[src/rtl/pc_sequencer.sv]
module pc_sequencer #(
  parameter int AW = 32,
  parameter int OW = 16,
  parameter int JW = 26
) (
  input  logic          clk,
  input  logic          rst,
  input  logic          stall,
  input  logic [2:0]    kind,
  input  logic [AW-1:0] opa,
  input  logic [AW-1:0] opb,
  input  logic [OW-1:0] boff,
  input  logic [JW-1:0] jfield,
  input  logic [AW-1:0] rjump,
  output logic [AW-1:0] pc,
  output logic [AW-1:0] link,
  output logic          link_we,
  output logic          misalign
);
  localparam int HI = AW - JW - 2;
  localparam logic [2:0] K_BEQ = 3'd1, K_BNE = 3'd2, K_J = 3'd3, K_JAL = 3'd4, K_JR = 3'd5;

  logic [AW-1:0] seq, btgt, jtgt, nxt;
  logic          same, taken;

  assign seq  = pc + AW'(4);
  assign link = seq;
  assign same = (opa == opb);
  assign taken = (kind == K_BEQ && same) || (kind == K_BNE && !same);
  assign btgt = seq + {{(AW-OW-2){boff[OW-1]}}, boff, 2'b00};
  assign jtgt = {pc[AW-1 -: HI], jfield, 2'b00};
  assign link_we = (kind == K_JAL);
  assign misalign = (kind == K_JR) && (rjump[1:0] != 2'b00);

  always_comb begin
    case (kind)
      K_BEQ, K_BNE: nxt = taken ? btgt : seq;
      K_J, K_JAL:   nxt = jtgt;
      K_JR:         nxt = rjump;
      default:      nxt = seq;
    endcase
  end

  always_ff @(posedge clk) begin
    if (rst)         pc <= '0;
    else if (!stall) pc <= nxt;
  end

  logic seen;
  always_ff @(posedge clk) seen <= 1'b1;

  a_r1_reset_zero: assert property (@(posedge clk) seen && rst |=> pc == '0);
  a_r9_stall_hold: assert property (@(posedge clk) disable iff (rst) seen && stall |=> $stable(pc));
  a_r6_region_kept: assert property (@(posedge clk) disable iff (rst)
    seen && !stall && (kind == K_J || kind == K_JAL) |=> pc[AW-1 -: HI] == $past(pc[AW-1 -: HI]));
  a_r7_jr_exact: assert property (@(posedge clk) disable iff (rst)
    seen && !stall && kind == K_JR |=> pc == $past(rjump));
  a_r8_link_step: assert property (@(posedge clk) link - pc == AW'(4));
  a_r5_untaken_seq: assert property (@(posedge clk) disable iff (rst)
    seen && !stall && kind == K_BEQ && opa != opb |=> pc == $past(pc) + AW'(4));
endmodule

[config.mk]
export PLATFORM = sky130hd
export DESIGN_NAME = pc_sequencer
export DESIGN_NICKNAME = d
export VERILOG_FILES = /design/src/rtl/pc_sequencer.sv
export SDC_FILE = /design/constraint.sdc
export NUM_CORES = 1
export LEC_CHECK = 0
export ABC_AREA = 1
export BUFFER_PORTS_ARGS = -buffer_cell sky130_fd_sc_hd__buf_2
export CAP_MARGIN = 10
export CORE_MARGIN = 1
export CORE_UTILIZATION = 53
export CTS_BUF_LIST = sky130_fd_sc_hd__clkbuf_4 sky130_fd_sc_hd__clkbuf_8
export DETAILED_ROUTE_END_ITERATION = 7
export PLACE_DENSITY = 0.83
export SLEW_MARGIN = 20
export SYNTH_ARGS = -nofsm -noshare
export SYNTH_HDL_FRONTEND = slang
export SYNTH_SLANG_ARGS = --single-unit
[constraint.sdc]
create_clock -name clk -period 8.7 [get_ports clk]
set_input_delay 0.87 -clock clk [delete_from_list [all_inputs] [get_ports clk]]
set_output_delay 0.87 -clock clk [all_outputs]
set_load 0.1 [all_outputs]
==> out/metrics.cfg <==
[place]
gp_congestion = 1.01
io_buffer_count = 209
dp_hpwl_mm = 16.7
pre_cts_ws_ps = 5140

[logic_synthesis]
synth.yosys.seq_area_share_pct = 11.4
syn_area_um2 = 5630
synth_nets = 1214
synth.top_cell.area_share_pct = 23.0
yosys.area_share.simple_pct = 45.2
synth.ff_latch_count = 32
synth-adder-area-share_pct = 7.91
synth_cells = 1035
syn_avg_cell_area_um2 = 5.44
synth_top_cell_by_area = sky130_fd_sc_hd__nand2_1
dominant_combinational_cell_family_by_area_after_synthesis = simple AND/OR/NAND/NOR gates
synth-compound-area-share_pct = 12.4
synthXorXnorAreaFrac_pct = 8.24
yosysWarnings = 0
yosys-top-cells-area = sky130_fd_sc_hd__nand2_1, sky130_fd_sc_hd__inv_1, sky130_fd_sc_hd__dfxtp_1
post_synth_num_cell_types = 44
yosys-mux-area-fraction_pct = 0

[sta]
tightestPinTransition_ps = 931
finalWorstPathRequiredPeriod_ps = 3690
post-route-worst-setup-slack_ps = 5010
achievable-frequency_mhz = 271
finalSetupViolations = 0
final.period_utilization_pct = 42.4
grt_setup_unrepaired = no
final.setup.tns_ps = 0
worst_clock_skew_ps = 2.99
final-hold-violation-count = 0
slew_headroom_pct = 37.5
final-max-slew-violation-count = 0

[drt]
wl_met2_mm = 9.34
viasPerCell = 5.34
vias = 7284
dr.max_layer_used = met4
routed_wire_length_per_instance_um = 14.8
detailed_routing_iterations_pass_1 = 7
drtAntennaViolNets = 0
drt_drc_violations_left = 0
met3RoutedLength_mm = 1.70
drt_iter0_drc = 560
totalWireLength_mm = 20.2
met1_length_mm = 8.13

[global_routing]
grt_use_total_pct = 36.9
largest_net_degree_at_the_start_of_global_routing = 40
first_global_vias = 6622
antenna_violations_before_repair = 0
grt_pass1_wl_mm = 32.3
overflow = 0

[final_layout]
diodes = 0
final_layout_size_suffix_gt1_share_pct = 20.9
final_cell_mix = sky130_fd_sc_hd__nand2_1, sky130_fd_sc_hd__buf_2, sky130_fd_sc_hd__inv_1, sky130_fd_sc_hd__nor2_1, sky130_fd_sc_hd__nand3_1
num-nets-final = 1406
areaGrowthSynthToFinish_pct = 20.9
largest_register_ffs = 32
top_regs = pc x32
largest-register = pc
mostFrequentLayoutCell = sky130_fd_sc_hd__nand2_1
utilization_pct = 66.0

[setup_path]
worstPathCellList = ha_1 > nand2_2 > nor3_4 > nand3_2 > nor2_2 > nand2_1 > xor2_1 > inv_1 > ha_1 > nand2_1 > nor2_1 > inv_1 > nor3_1 > nand3_1 > nand4_1 > nand3_1 > nand3_1 > nand4_1 > nand2_1 > inv_1
critPathLaunchType = flop
crit_required_ps = 8900
worst_path_largest_cell_delay_ps = 420
r2r_slack_ps = 5010
critPathSlowestCell = sky130_fd_sc_hd__dfxtp_1
path_delay_family = simple AND/OR/NAND/NOR gates
worstPathBufferInverterCount = 3
worst-endpoint-arrival_ps = 3890
crit_fanout = 5
timing_worst_setup_path_type = reg -> reg
setup.worst_path.end_class = flop

[die]
num_ports = 210
design.die.area_um2 = 11000
starting_density_pct = 54.6
core-area_um2 = 10300
fp-row-count = 37
chipWidth_um = 105
die_height_um = 105

[pwr]
power_density_nw_per_um2 = 122
post-layout-total-power_mw = 0.830
power.static_leakage_nw = 4.04
vdd_ir_drop_max_uv = 114

[clock_network]
cts-htree-levels = 2
post_cts.repair.setup_buffers = 0
clock_latency_of_the_later_clocked_register_in_the_worst_skew_pair_ps = 290
postCtsHoldBufs = 0
clock_tree.buffer_depth = 2
cts_buffers = 5
tritoncts = done
cts.clk_slew.worst_paths_ps = 70
cts_root_buf = sky130_fd_sc_hd__clkbuf_8
number_of_clock_sinks_seen_by_cts = 32
cts.repair.resized = 0

[outcome]
run_status = finished, final reports clean

[job]
timing.max_cap.violations = 0

[min_path]
holdCritPathClass = reg -> reg

[power by group]
part | switching [mW] | total (mW) | leakage, nW | internal [mW]
registers | 0.0187 | 0.177 | 0.264 | 0.158
logic | 0.387 | 0.523 | 3.72 | 0.135
clock network | 0.0597 | 0.130 | 0.0503 | 0.0706
total | 0.466 | 0.830 | 4.04 | 0.364
[final timing paths]
path	startpoint	cells after the start	end
setup / recovery	pc[2]	20	pc[26]
hold / removal	pc[0]	2	pc[0]
setup reg to reg	pc[2]	20	pc[26]
hold reg to reg	pc[0]	2	pc[0]
[cell type report]
cell class	count	area [µm²]
inverters	186	698
well taps	136	170
repair buffers	210	1050
fillers	1031	3510
flip-flops and latches	32	641
clock buffers	7	96.3
multi-input cells	792	4150
[kinds of logic after synthesis]
group	count (synthesis)
XOR/XNOR	53
AND/OR/NAND/NOR	592
adder cells (fa/ha/maj)	35
buffers and inverters	211
flip-flops	32
AO/OA/AOI/OAI	112
[metrics by stage]
stage | hold slack [ps] | instances | area (µm²)
3_5_place_dp | 474 | 1356 | 6720
4_1_cts | 478 | 1363 | 6810
2_1_floorplan | 910 | 1035 | 5630
3_3_place_gp | 474 | 1356 | 6720
6_report | 474 | 1363 | 6810
5_1_grt | 498 | 1363 | 6810
[synth_stat cells, drive strengths merged]
library cell,number
dfxtp,32
nor2,120
clkbuf,10
xor2,29
nand2,352
nand3,63
buf,15
fa,1
a41oi,1
a221oi,1
clkinv,1
nand3b,6
xnor2,24
nand4,30
o21bai,5
a21oi,55
inv,185
a21boi,1
nor3,17
a22o,1
a31oi,1
nor4,2
ha,34
a22oi,24
o211ai,6
and2,2
a21o,2
o21ai,15
[worst reg2reg max path, stage by stage (launching register included)]
cell	delay, ps
sky130_fd_sc_hd__dfxtp_1	420
sky130_fd_sc_hd__ha_1	210
sky130_fd_sc_hd__nand2_2	110
sky130_fd_sc_hd__nor3_4	320
sky130_fd_sc_hd__nand3_2	150
sky130_fd_sc_hd__nor2_2	160
sky130_fd_sc_hd__nand2_1	100
sky130_fd_sc_hd__xor2_1	270
sky130_fd_sc_hd__inv_1	130
sky130_fd_sc_hd__ha_1	370
sky130_fd_sc_hd__nand2_1	110
sky130_fd_sc_hd__nor2_1	190
sky130_fd_sc_hd__inv_1	100
sky130_fd_sc_hd__nor3_1	240
sky130_fd_sc_hd__nand3_1	180
sky130_fd_sc_hd__nand4_1	120
sky130_fd_sc_hd__nand3_1	100
sky130_fd_sc_hd__nand3_1	130
sky130_fd_sc_hd__nand4_1	80
sky130_fd_sc_hd__nand2_1	80
sky130_fd_sc_hd__inv_1	30
[per-layer routing]
layer	track usage, %	vias up
li1	-	3632
met1	45.9	3160
met2	63.5	425
met3	4.99	67
met4	15.8	0
met5	0	-
Note: power is estimated with default switching activity, not from simulation.
